`config.mk`:
```
export PLATFORM = sky130hd
export DESIGN_NAME = press_pulse_top
export DESIGN_NICKNAME = d
export VERILOG_FILES = /design/src/rtl/press_pulse_pkg.sv /design/src/rtl/press_pulse_dp.sv /design/src/rtl/press_pulse_ctrl.sv /design/src/rtl/press_pulse_top.sv
export SDC_FILE = /design/constraint.sdc
export NUM_CORES = 1
export LEC_CHECK = 0
export ABC_AREA = 1
export BUFFER_PORTS_ARGS = -buffer_cell sky130_fd_sc_hd__buf_2
export CORE_MARGIN = 3
export CORE_UTILIZATION = 40
export DETAILED_ROUTE_END_ITERATION = 7
export GPL_TIMING_DRIVEN = 0
export HOLD_SLACK_MARGIN = 0.03
export SYNTH_ARGS = -nofsm -noshare
export SYNTH_HDL_FRONTEND = slang
export SYNTH_SLANG_ARGS = --single-unit
```
`constraint.sdc`:
```
create_clock -name clk -period 0.8 [get_ports clk]
set_input_delay 0.04 -clock clk [delete_from_list [all_inputs] [get_ports clk]]
set_output_delay 0.04 -clock clk [all_outputs]
set_load 0.05 [all_outputs]
```
`src/rtl/press_pulse_pkg.sv`:
```
package press_pulse_pkg;

  // Strobes issued by the control block to the datapath each cycle.
  typedef struct packed {
    logic fire;      // register a press pulse at this edge
    logic sampleEn;  // allow the edge-reference sample to follow the input
  } ppStrobe_t;

  // Build the stable-rise pattern: lowLen zeros above highLen ones.
  function automatic logic [63:0] risePattern(input int histLen, input int lowLen);
    logic [63:0] pat;
    pat = '0;
    for (int i = 0; i < histLen - lowLen; i++) pat[i] = 1'b1;
    return pat;
  endfunction

endpackage

```
`src/rtl/press_pulse_dp.sv`:
```
module press_pulse_dp
  import press_pulse_pkg::*;
#(
  parameter int SYNC_STAGES = 2,
  parameter int HIST_LEN    = 16,
  parameter int LOW_LEN     = 2
) (
  input  logic                clk,
  input  logic                rst,
  input  logic                btnRaw,
  input  ppStrobe_t           strobes,
  output logic [HIST_LEN-1:0] histQ,
  output logic                histMatch,
  output logic                riseSeen,
  output logic                pulseOut
);

  localparam logic [63:0] PAT_WIDE = risePattern(HIST_LEN, LOW_LEN);
  localparam logic [HIST_LEN-1:0] PATTERN = PAT_WIDE[HIST_LEN-1:0];

  logic [SYNC_STAGES-1:0] syncQ;
  logic                   syncLevel;
  logic                   prevSample;
  logic                   pulseQ;

  // Synchronizer chain: stage 0 takes the raw pin, each further stage its predecessor.
  for (genvar s = 0; s < SYNC_STAGES; s++) begin : gSync
    always_ff @(posedge clk) begin
      if (rst) begin
        syncQ[s] <= 1'b0;
      end else if (s == 0) begin
        syncQ[s] <= btnRaw;
      end else begin
        syncQ[s] <= syncQ[(s == 0) ? 0 : s - 1];
      end
    end
  end

  assign syncLevel = syncQ[SYNC_STAGES-1];

  // Sample history, newest sample at bit 0.
  always_ff @(posedge clk) begin
    if (rst) histQ <= '0;
    else     histQ <= {histQ[HIST_LEN-2:0], syncLevel};
  end

  // Edge reference for lockout mode; frozen while sampling is disabled.
  always_ff @(posedge clk) begin
    if (rst)                   prevSample <= 1'b0;
    else if (strobes.sampleEn) prevSample <= syncLevel;
  end

  always_ff @(posedge clk) begin
    if (rst) pulseQ <= 1'b0;
    else     pulseQ <= strobes.fire;
  end

  assign histMatch = (histQ == PATTERN);
  assign riseSeen  = syncLevel & ~prevSample;
  assign pulseOut  = pulseQ;

endmodule

```
`src/rtl/press_pulse_ctrl.sv`:
```
module press_pulse_ctrl
  import press_pulse_pkg::*;
#(
  parameter bit LOCKOUT_MODE = 1'b0,
  parameter int HOLD_CYCLES  = 16,
  localparam int CNT_W       = $clog2(HOLD_CYCLES + 1)
) (
  input  logic             clk,
  input  logic             rst,
  input  logic             histMatch,
  input  logic             riseSeen,
  output ppStrobe_t        strobes,
  output logic [CNT_W-1:0] holdCnt
);

  localparam logic [CNT_W-1:0] HOLD_LOAD = CNT_W'(HOLD_CYCLES);

  logic holdIdle;
  logic fireNow;

  assign holdIdle = (holdCnt == '0);
  assign fireNow  = LOCKOUT_MODE ? (riseSeen && holdIdle) : histMatch;

  // Hold-off counter: loaded on a lockout pulse, then drains one per cycle.
  always_ff @(posedge clk) begin
    if (rst) begin
      holdCnt <= '0;
    end else if (LOCKOUT_MODE && fireNow) begin
      holdCnt <= HOLD_LOAD;
    end else if (!holdIdle) begin
      holdCnt <= holdCnt - 1'b1;
    end
  end

  always_comb begin
    strobes          = '0;
    strobes.fire     = fireNow;
    strobes.sampleEn = holdIdle;
  end

endmodule

```
`src/rtl/press_pulse_top.sv`:
```
module press_pulse_top
  import press_pulse_pkg::*;
#(
  parameter bit LOCKOUT_MODE = 1'b0,
  parameter int HOLD_CYCLES  = 16,
  parameter int HIST_LEN     = 16,
  parameter int LOW_LEN      = 2,
  parameter int SYNC_STAGES  = 2
) (
  input  logic clk,
  input  logic rst,
  input  logic btnRaw,
  output logic pressPulse
);

  localparam int CNT_W = $clog2(HOLD_CYCLES + 1);

  ppStrobe_t           strobes;
  logic [HIST_LEN-1:0] histQ;
  logic                histMatch;
  logic                riseSeen;
  logic [CNT_W-1:0]    holdCnt;

  press_pulse_dp #(
    .SYNC_STAGES(SYNC_STAGES),
    .HIST_LEN   (HIST_LEN),
    .LOW_LEN    (LOW_LEN)
  ) uDp (
    .clk      (clk),
    .rst      (rst),
    .btnRaw   (btnRaw),
    .strobes  (strobes),
    .histQ    (histQ),
    .histMatch(histMatch),
    .riseSeen (riseSeen),
    .pulseOut (pressPulse)
  );

  press_pulse_ctrl #(
    .LOCKOUT_MODE(LOCKOUT_MODE),
    .HOLD_CYCLES (HOLD_CYCLES)
  ) uCtrl (
    .clk      (clk),
    .rst      (rst),
    .histMatch(histMatch),
    .riseSeen (riseSeen),
    .strobes  (strobes),
    .holdCnt  (holdCnt)
  );

endmodule

```
; Word level (Yosys, flattened, before mapping)
; Cells that the tools add are included.
[word_totals]
reg_bits = 19
inputBits = 3
out_inout_bits = 1
wordCells = 5
[classes]
eq_ne = 1
[op_table]
columns = operator, n
row1 = $eq A16 B14 Y1 const B, 1

; Depth between registers and ports, before layout
; Gate-level depths: netlist (run 1).
[logic_depth]
depth_word = 1
ltp_mapped = 5
depth_no_buf = 5

; Cells and area by module
; From an unflattened synthesis (run 1), not the netlist that was laid out.
[hier_totals]
hier_cells = 121
area_unflattened_um2 = 930.9
[modules_own_cells]
columns = mod, n_inst, cells_each, area_each_um2, seq_area_each_um2
row1 = press_pulse_dp, 1, 79, 639.4, 400.4
row2 = press_pulse_ctrl, 1, 42, 291.5, 100.1

; Worst setup path after synthesis (run 1)
; No wires, ideal clock.
[synth_timing]
kind = register to register
from = register uDp.histQ[10]
to = register uDp.pulseQ, in the netlist uDp.pulseOut
setup_ns = 0.064
arrival_time_ns = 0.574
required_ns = 0.736
slack_ns = 0.162
stages_incl_launch_ff = 5
cell_sequence = dfxtp_1 > nand2_1 > nor2_1 > nand3_1 > nor2_1
[synth_via]
elab_chain_len = 1
[synth_rtl]
columns = element, line
row1 = from (decl), press_pulse_dp.sv:12  ; output logic [HIST_LEN-1:0] histQ,
row2 = from (signal assigned), press_pulse_dp.sv:44  ; else histQ <= {histQ[HIST_LEN-2:0], syncLevel};
row3 = $eq A16 B14 Y1, press_pulse_dp.sv:58  ; assign histMatch = (histQ == PATTERN);
row4 = to (signal assigned), press_pulse_dp.sv:55  ; else pulseQ <= strobes.fire;
row5 = to (decl), press_pulse_dp.sv:24  ; logic pulseQ;
; No other way between the ends.
; A chain may end at the register's enable or synchronous reset.

; Worst setup path in the final report (run 1)
[layout_timing]
from = register uDp.pulseQ, in the netlist uDp.pulseOut
to = output port pressPulse
[layout_rtl]
columns = element, line
row1 = to (decl), press_pulse_top.sv:13  ; output logic pressPulse
; No word-level cell between the ends.

==> run_results.csv, run 1 <==
group,metric,value,unit
outcome,outcome,"finished, violations left",
outcome,violations,"negative setup slack",
layout,area_growth,15.29,%
placed_design,gp_congestion,0.6689,
clock_network,cts.clk_slew.worst_paths,0.10,ns
critical_path,arrival,0.76,ns
synth,synthTopCellsByCount,"nor2_1 (22), dfxtp_1 (19), inv_1 (19)",
synth,ys_types,8,
sta,worst_slew_pin_slew,0.1032,ns
synth,synth_most_common_cell,"nor2_1",
power_and_ir_drop,ir_worst_vdd,1224,uV
sta,skew,0.002983,ns
sta,finalCriticalPeriod,0.8026,ns
synth,netlist_area,605.6,sq um
synth,netlist_top_cells_area,"dfxtp_1 (63%), nor2_1 (14%), inv_1 (12%)",
placed_design,dpl_worst_slack,0.09571,ns
synth,synth.top_cell.area_share,62.81,%
clock_network,max-clock-path-buffers,2,
synth,syn_nets,75,
clock_network,h-tree-depth,1,
clock_network,cts_tree,"yes",
layout,design_area,698.2,sq um
power_and_ir_drop,combPwrFrac,3.0,%
critical_path,path_buf_inv,1,
synth,synth_seq_area_share,62.81,%
routing,firstDrtPassIters,2,
critical_path,critical_path.top_delay_family,"flip-flops",
synth,netlist_instances,72,
die,core_area,1366,sq um
worst_hold_path,hp-class,"reg -> reg",
synth,synth_top_flop_cell,"dfxtp_1",
routing,first_iter_violations,4,
synth,ys_seq_elements,19,
clock_network,cts-root-buf,"clkbuf_4",
die,die_y,44.91,microns
synth,synth_edf_count,0,
routing,drt-total-wl,737,microns
sta,max_freq,1246,MHz
grt,overflow,0,
die,initial_core_util,44.32,%
power_and_ir_drop,power.switching,287.7,uW
sta,fin_crit_sh,100.3,%
layout,layout.nets,84,
synth,yosysWarnings,0,
sta,max_slew_margin,93.09,%
routing,wl_per_cell,7.758,microns
placed_design,port_buffers,2,
critical_path,cp.required,0.76,ns
placed_design,dp_hpwl,514.3,microns
sta,finalSetupViolCount,1,
routing,drc,0,
synth,async_reset_ff_share,0,%
critical_path,critical_path.cell_chain,"buf_6",
power_and_ir_drop,p_leak,0.0002607,uW
sta,maxSlewViolCount,0,
routing,drt-vias-per-instance,3.968,
critical_path,cp_max_fo,1,
critical_path,path_class,"reg -> out",
routing,vias,377,
clock_network,numCtsBuffers,3,
power_and_ir_drop,switching_share,19.76,%
layout,diodes,0,
routing,ant_nets,0,
power_and_ir_drop,power.internal,1169,uW
critical_path,critPathMaxStageDelay,0.33,ns
sta,finalSetupTns,-0.002617,ns
grt,track_usage,9.158,%
die,die_w,44.91,microns
die,boundaryPins,4,
sta,rsz0062_at_grt,"yes",
power_and_ir_drop,seqPwrFrac,65.6,%
critical_path,critical-path-slowest-cell,"dfxtp_2",
grt,grt_pass1_wl,1297,microns
layout,drive_above_1_share,21.25,%
power_and_ir_drop,pwr-share-clk,31.4,%
synth,synth_top_area_cell,"dfxtp_1",
sta,fin_ws,-0.002617,ns
die,rows,13,
grt,antenna_found_initial,0,
critical_path,endpoint_kind,"primary output",
flow_run,drv_cap,0,
critical_path,critPathLaunchType,"flop",
clock_network,clock_latency,0.28,ns
die,dieArea,2017,sq um
grt,grt_max_degree,11,
grt,grt_pass1_vias,343,
sta,hold_viol,0,
clock_network,cts.sinks,19,
synth,syn_area_per_cell,8.411,sq um
placed_design,postPlaceCellArea,634.4,sq um
power_and_ir_drop,p_per_area,2086,nW/um^2
-- logic make-up after synthesis --
group | after synthesis | share of synthesized area (%)
and+or+nand+nor | 32 | 21.28
DFF | 19 | 62.81
buffers and inverters | 21 | 15.91
-- power by group through the flow --
stage	sequential [uW]	combinational [uW]	clock, uW
3_3_place_gp	977	35.7	0
4_1_cts	956	44.2	487
6_report	955	43.7	457
3_5_place_dp	977	36.3	0
2_1_floorplan	977	28.5	0
5_1_grt	957	48.6	516
-- metrics by stage --
step,total power [uW],utilization (%),std cells,hold WS [ns]
after floorplan,1005,-,72,0.1470
after global placement,1013,46.43,89,0.2442
after detailed placement,1014,46.43,89,0.2595
after CTS,1487,50.37,95,0.4120
after global routing,1521,51.10,95,0.4290
final,1456,51.10,95,0.4071
-- worst paths after layout --
kind | cells past startpoint | slack, ns | startpoint | endpoint
worst max register to register | 4 | 0.08 | uDp.histQ[11] | uDp.pulseOut
worst min-delay path | 2 | 0.41 | uDp.syncQ[0] | uDp.syncLevel
worst min register to register | 2 | 0.41 | uDp.syncQ[0] | uDp.syncLevel
worst max-delay path | 1 | -0.003 | uDp.pulseOut | pressPulse
-- layer usage --
layer / vias to the layer above / wire, microns / track usage [%]
li1: 213 / - / -
met4: 0 / 12 / 8.772
met1: 158 / 385 / 10.34
met5: - / 0 / 0
met3: 2 / 28 / 2.390
met2: 4 / 311 / 13.75
-- final cells by class --
| type | count | area, sq um |
|---|---|---|
| timing repair buffer | 4 | 36.28 |
| tap | 15 | 18.77 |
| buffer | 2 | 25.02 |
| fill | 152 | 668.1 |
| multi-input combinational | 32 | 131.4 |
| clock buffer | 4 | 26.28 |
| sequential | 19 | 389.1 |
| inverter | 19 | 71.32 |
-- flip-flops by register name (all words and copies together) (netlist names) --
register,flops
uDp.histQ,16
uDp.pulseOut,1
uDp.syncLevel,1
uDp.syncQ,1
-- layout by cell type (no fill, tap or decap), drive strengths merged --
cell type | Yosys | routed
clkbuf | 1 | 5
dlygate4sd3 | 0 | 2
dfxtp | 19 | 19
nand3 | 1 | 1
buf | 1 | 3
nand2 | 8 | 8
inv | 19 | 19
nor2 | 23 | 23
-- repair_timing --
item,in CTS,in global routing
gates resized for setup,3,8
pin swaps,0,3
hold buffers,2,0
endpoints found under the hold margin,8,0
setup buffers,0,0
setup endpoints to repair,1,3
No activity file was read; power rests on OpenSTA's default activity.
==> inputs of run 2 (changes only) <==
--- a/config.mk
+++ b/config.mk
@@ -8,10 +8,12 @@
 export ABC_AREA = 1
 export BUFFER_PORTS_ARGS = -buffer_cell sky130_fd_sc_hd__buf_2
 export CORE_MARGIN = 3
-export CORE_UTILIZATION = 40
+export CORE_UTILIZATION = 30
+export CTS_BUF_LIST = sky130_fd_sc_hd__clkbuf_8
 export DETAILED_ROUTE_END_ITERATION = 7
 export GPL_TIMING_DRIVEN = 0
 export HOLD_SLACK_MARGIN = 0.03
+export PLACE_DENSITY = 0.54
 export SYNTH_ARGS = -nofsm -noshare
 export SYNTH_HDL_FRONTEND = slang
 export SYNTH_SLANG_ARGS = --single-unit
==> run_results.csv, run 2 (synthesized netlist as in run 1, its figures left out) <==
group,metric,value,unit
critical_path,path_buf_inv,1,
critical_path,r2r-start,"uDp.histQ[14]",
grt,track_usage,7.296,%
layout,diodes,0,
clock_network,cts_tree,"yes",
critical_path,cp_max_fo,1,
critical_path,critPathMaxStageDelay,0.33,ns
sta,skew,0.003650,ns
grt,grt_max_degree,12,
clock_network,hold_buffers,1,
layout,area_growth,18.60,%
worst_hold_path,hold_depth,2,
critical_path,critical_path.top_delay_family,"flip-flops",
die,dieArea,2594,sq um
outcome,outcome,"finished, violations left",
sta,finalSetupTns,0,ns
placed_design,gp_congestion,0.7645,
sta,max_slew_margin,92.87,%
critical_path,path_class,"reg -> out",
worst_hold_path,holdPathEnd,"uDp.histQ[14]",
placed_design,dp_hpwl,534.1,microns
power_and_ir_drop,p_leak,0.0002659,uW
sta,rsz0062_at_grt,"yes",
grt,overflow,0,
clock_network,max-clock-path-buffers,2,
critical_path,critical_path.cell_chain,"buf_6",
clock_network,clock_latency,0.25,ns
routing,ant_nets,0,
outcome,violations,"negative hold slack",
sta,worst_slew_pin_slew,0.1072,ns
power_and_ir_drop,ir_worst_vdd,1334,uV
worst_hold_path,worstHoldStart,"rst",
worst_hold_path,hp-class,"in -> reg",
sta,max_freq,1296,MHz
sta,hold_viol,4,
layout,final_common_cell,"nor2_1",
critical_path,cp.required,0.76,ns
critical_path,rr_endpoint,"uDp.pulseOut",
die,core_area,1821,sq um
critical_path,arrival,0.73,ns
clock_network,h-tree-depth,1,
grt,antenna_found_initial,0,
routing,drc,0,
grt,grt_pass1_vias,342,
routing,first_iter_violations,4,
power_and_ir_drop,p_per_area,2275,nW/um^2
sta,maxSlewViolCount,0,
placed_design,port_buffers,2,
layout,largest-register,"uDp.histQ",
grt,grt_pass1_wl,1393,microns
die,initial_core_util,33.26,%
critical_path,critPathLaunchType,"flop",
layout,drive_above_1_share,17.72,%
critical_path,reg2regPathDepth,5,
sta,finalSetupViolCount,0,
layout,fillers,200,
critical_path,regToRegSetupSlack,0.06,ns
sta,finalCriticalPeriod,0.7715,ns
routing,drt-total-wl,785,microns
clock_network,cts.sinks,19,
die,rows,15,
routing,wl_per_cell,7.548,microns
die,die_y,50.93,microns
layout,largest_reg_flops,16,
routing,vias,386,
clock_network,cts.clk_slew.worst_paths,0.07,ns
routing,firstDrtPassIters,4,
critical_path,endpoint_kind,"primary output",
sta,fin_crit_sh,96.43,%
clock_network,cts-root-buf,"clkbuf_8",
clock_network,numCtsBuffers,3,
layout,final_cell_mix,"nor2_1 (20), inv_1 (18), dfxtp_1 (18)",
sta,fin_hold_ws,-0.006330,ns
die,die_w,50.93,microns
routing,drt-vias-per-instance,3.712,
critical_path,critical-path-slowest-cell,"dfxtp_1",
layout,layout.nets,83,
die,boundaryPins,4,
flow_run,drv_cap,0,
[run 2: cell count changes in the layout (fill, tap and decap cells not counted), moves of 3 or more]
cell / previous run / this run
dfxtp_1: 12 / 18
clkbuf_8: 1 / 4
dfxtp_2: 7 / 1
clkbuf_4: 3 / 0
[run 2: layer usage]
layer	GRT usage, %	part of all wire (%)	vias up
met5	0	0	-
met4	4.036	0	0
met3	2.624	4.3	0
met2	10.73	43	6
met1	9.156	53	170
li1	-	-	210
[run 2: metrics by stage]
stage                     cell area (sq um)  power (uW)  util [%]  instances  setup slack [ns]
after global placement                646.9        1013     35.53         99           0.08113
after floorplan                       605.6        1005         -         72            0.1623
after global routing                  718.2        1715     39.45        104          -0.01308
after CTS                             705.7        1659     38.76        104          0.006988
final                                 718.2        1634     39.45        104           0.02852
after detailed placement              646.9        1015     35.53         99           0.08233
[run 2: power by group]
group          total, uW  leakage (uW)  switching, uW  internal (uW)
sequential           956      0.000154           2.53            953
clock                638     0.0000255            293            345
combinational       39.9     0.0000863           20.9           19.0
total               1630      0.000266            316           1320
[run 2: worst reg2reg max path: stages (launching register included)]
cell	delay [ns]
dfxtp_2	0.32
inv_2	0.05
nand2_2	0.05
nor2_2	0.11
nand3_1	0.07
nor2_1	0.10
[run 2: final cells by class]
| type | count | area, sq um | area share (%) |
|---|---|---|---|
| plain buffers | 2 | 25.02 | 3.484 |
| clock buffers | 3 | 41.29 | 5.749 |
| clock inverters | 1 | 5.005 | 0.6969 |
| inverters | 19 | 71.32 | 9.930 |
| multi-input cells | 32 | 136.4 | 18.99 |
| flip-flops and latches | 19 | 381.6 | 53.14 |
| well taps | 25 | 31.28 | 4.355 |
| repair buffers | 3 | 26.28 | 3.659 |
[run 2: how the worst max path moves through the flow]
stage	startpoint	endpoint	slack [ns]	depth (start not counted)
floorplan	uDp.histQ[10]	uDp.pulseOut	0.16	4
global placement	uDp.histQ[9]	uDp.pulseOut	0.08	4
detailed placement	uDp.histQ[13]	uDp.pulseOut	0.08	4
CTS	uDp.pulseOut	pressPulse	0.007	1
global route	uDp.histQ[1]	uDp.pulseOut	-0.01	4
finish	uDp.pulseOut	pressPulse	0.03	1
[run 2: timing repair]
action / in CTS / in global routing
cloned: 0 / 0
endpoints found under the setup margin: 1 / 2
gates resized for setup: 1 / 6
buffers inserted: 0 / 0
pin swaps: 0 / 2
endpoints found under the hold margin: 8 / 7
==> inputs of run 3 (changes only) <==
--- a/config.mk
+++ b/config.mk
@@ -5,8 +5,8 @@
 export SDC_FILE = /design/constraint.sdc
 export NUM_CORES = 1
 export LEC_CHECK = 0
-export ABC_AREA = 1
 export BUFFER_PORTS_ARGS = -buffer_cell sky130_fd_sc_hd__buf_2
+export CAP_MARGIN = 20
 export CORE_MARGIN = 3
 export CORE_UTILIZATION = 30
 export CTS_BUF_LIST = sky130_fd_sc_hd__clkbuf_8
==> constraint.sdc (replaced) <==
create_clock -name clk -period 0.8 [get_ports clk]
set_input_delay 0 -clock clk [delete_from_list [all_inputs] [get_ports clk]]
set_output_delay 0 -clock clk [all_outputs]
set_load 0.05 [all_outputs]
==> run_results.csv, run 3 <==
group,metric,value,unit
clock_network,post_cts_buffers,0,
routing,drt-vias-per-instance,3.961,
layout,multi_input_area,171.4,sq um
sta,rsz0062_at_grt,"yes",
sta,max_freq,1257,MHz
layout,finalNonFillerCells,76,
grt,grt_pass1_wl,1159,microns
sta,max_slew_margin,88.11,%
layout,final_common_cell,"dfxtp_1",
routing,firstDrtPassIters,3,
grt,track_usage,7.179,%
placed_design,dp_cells,71,
die,dieArea,2409,sq um
layout,layout.nets,56,
synth,netlist_area,556.8,sq um
synth,async_reset_ff_share,0,%
sta,worst_slew_pin_slew,0.1769,ns
outcome,outcome,"finished, final reports clean",
critical_path,critical_path.top_delay_family,"simple AND/OR/NAND/NOR gates",
routing,vias,301,
layout,final_cell_mix,"dfxtp_1 (18), nor2b_1 (10), and2b_1 (7)",
layout,fillers,169,
critical_path,arrival,0.96,ns
die,core_area,1629,sq um
grt,antenna_found_initial,0,
power_and_ir_drop,p_leak,0.0002749,uW
critical_path,critical_path.cell_chain,"nand4bb_1, nor4_2",
synth,syn_area_per_cell,12.65,sq um
worst_hold_path,hp-class,"in -> reg",
critical_path,path_class,"reg -> reg",
synth,synth_most_common_cell,"dfxtp_1",
layout,area_growth,18.65,%
power_and_ir_drop,p_total,1610,uW
layout,largest_reg_flops,16,
clock_network,numCtsBuffers,3,
clock_network,cts.sinks,19,
placed_design,gp_congestion,0.6701,
synth,synth_top_flop_cell,"dfxtp_1",
sta,finalCriticalPeriod,0.7953,ns
critical_path,cp_max_fo,1,
routing,drt-total-wl,682,microns
sta,hold_viol,0,
flow_run,drv_cap,0,
synth,synth_edf_count,0,
synth,yosysWarnings,0,
sta,skew,0.001443,ns
synth,synth_top_area_cell,"dfxtp_1",
layout,drive_above_1_share,19.23,%
critical_path,path_buf_inv,0,
layout,final_util,40.55,%
synth,netlist_instances,44,
die,die_y,49.08,microns
grt,grt_pass1_vias,270,
synth,synth.top_cell.area_share,68.31,%
synth,synth_seq_area_share,68.31,%
synth,netlist_top_cells_area,"dfxtp_1 (68%), nor2b_1 (11%), and2b_1 (9.4%)",
grt,grt_max_degree,11,
synth,synthTopCellsByCount,"dfxtp_1 (19), nor2b_1 (10), and2b_1 (7)",
layout,register_area,381.6,sq um
critical_path,cp.required,0.97,ns
routing,first_iter_violations,3,
power_and_ir_drop,ir_worst_vdd,1220,uV
critical_path,critPathMaxStageDelay,0.30,ns
layout,largest-register,"uDp.histQ",
routing,ant_nets,0,
synth,ys_seq_elements,19,
placed_design,port_buffers,3,
synth,ys_types,11,
synth,syn_nets,47,
clock_network,cts-root-buf,"clkbuf_8",
sta,fin_crit_sh,99.41,%
routing,wl_per_cell,8.974,microns
routing,drc,0,
grt,overflow,0,
sta,finalSetupTns,0,ns
power_and_ir_drop,p_per_area,2438,nW/um^2
layout,diodes,0,
die,die_w,49.08,microns
clock_network,cts.clk_slew.worst_paths,0.06,ns
clock_network,h-tree-depth,1,
die,rows,14,
sta,fin_hold_ws,0.01440,ns
placed_design,dp_hpwl,467.2,microns
sta,maxSlewViolCount,0,
critical_path,endpoint_kind,"flop",
clock_network,max-clock-path-buffers,2,
clock_network,cts_tree,"yes",
critical_path,critical-path-slowest-cell,"dfxtp_1",
die,boundaryPins,4,
die,initial_core_util,34.18,%
clock_network,clock_latency,0.25,ns
critical_path,critPathLaunchType,"flop",
sta,finalSetupViolCount,0,
## run 3: changes by cell type after synthesis, sizes merged
cell and delta:
and2b +7, and4 +1, clkbuf -1, inv -19, nand2 -7, nand4 +1, nand4bb +1, nor2 -23
nor2b +11, nor4 +1
## run 3: area by class of cell
type | count | share of cell area, %
Clock buffer | 3 | 6.250
Timing Repair Buffer | 4 | 4.167
Multi-Input combinational cell | 24 | 25.95
Buffer | 1 | 0.7576
Sequential cell | 19 | 57.77
Tap cell | 24 | 4.545
Clock inverter | 1 | 0.5682
## run 3: worst paths after layout
path,from,end,slack [ns],cells past startpoint
hold / removal,rst,uDp.histQ[13],0.01,2
hold reg to reg,uDp.syncQ[0],uDp.syncLevel,0.44,1
setup / recovery,uDp.histQ[15],uDp.pulseOut,0.005,2
setup reg to reg,uDp.histQ[15],uDp.pulseOut,0.005,2
## run 3: logic make-up (layout without fill, tap and decap cells)
group | after synthesis | in the layout | synth area share (%)
flip-flops | 19 | 19 | 68.31
AND/OR/NAND/NOR | 24 | 24 | 30.79
buffers and inverters | 1 | 9 | 0.8980
## run 3: what timing repair did
action                                  in CTS  in global routing
resized for setup                            1                  1
cloned                                       0                  0
endpoints found under the hold margin        2                  0
hold buffers                                 1                  0
pin swaps                                    1                  1
endpoints found under the setup margin       2                  1
## run 3: per-stage QoR
step | instance area (sq um) | setup WS, ns
floorplan | 556.8 | 0.06280
global placement | 601.8 | -0.008342
detailed placement | 601.8 | -0.004150
CTS | 659.4 | -0.009830
global route | 660.6 | -0.04322
finish | 660.6 | 0.004705
## run 3: worst reg2reg max path, stage by stage, from the launching register on
cell	delay (ns)
dfxtp_1	0.30
nand4bb_1	0.20
nor4_2	0.21
## run 3: where the power goes
group          internal (uW)  switching, uW  leakage [uW]  total (uW)
combinational           15.7           14.6     0.0000939        30.3
sequential               954           2.20      0.000154         956
clock                    340            284     0.0000269         624
## run 3: routing by layer
metal | GRT usage, % | part of all wire (%) | vias to the layer above
met5 | 0 | 0 | -
met4 | 7.109 | 3.7 | 0
met3 | 5.505 | 7.3 | 5
met2 | 8.259 | 39 | 7
met1 | 7.895 | 50 | 131
li1 | - | - | 158
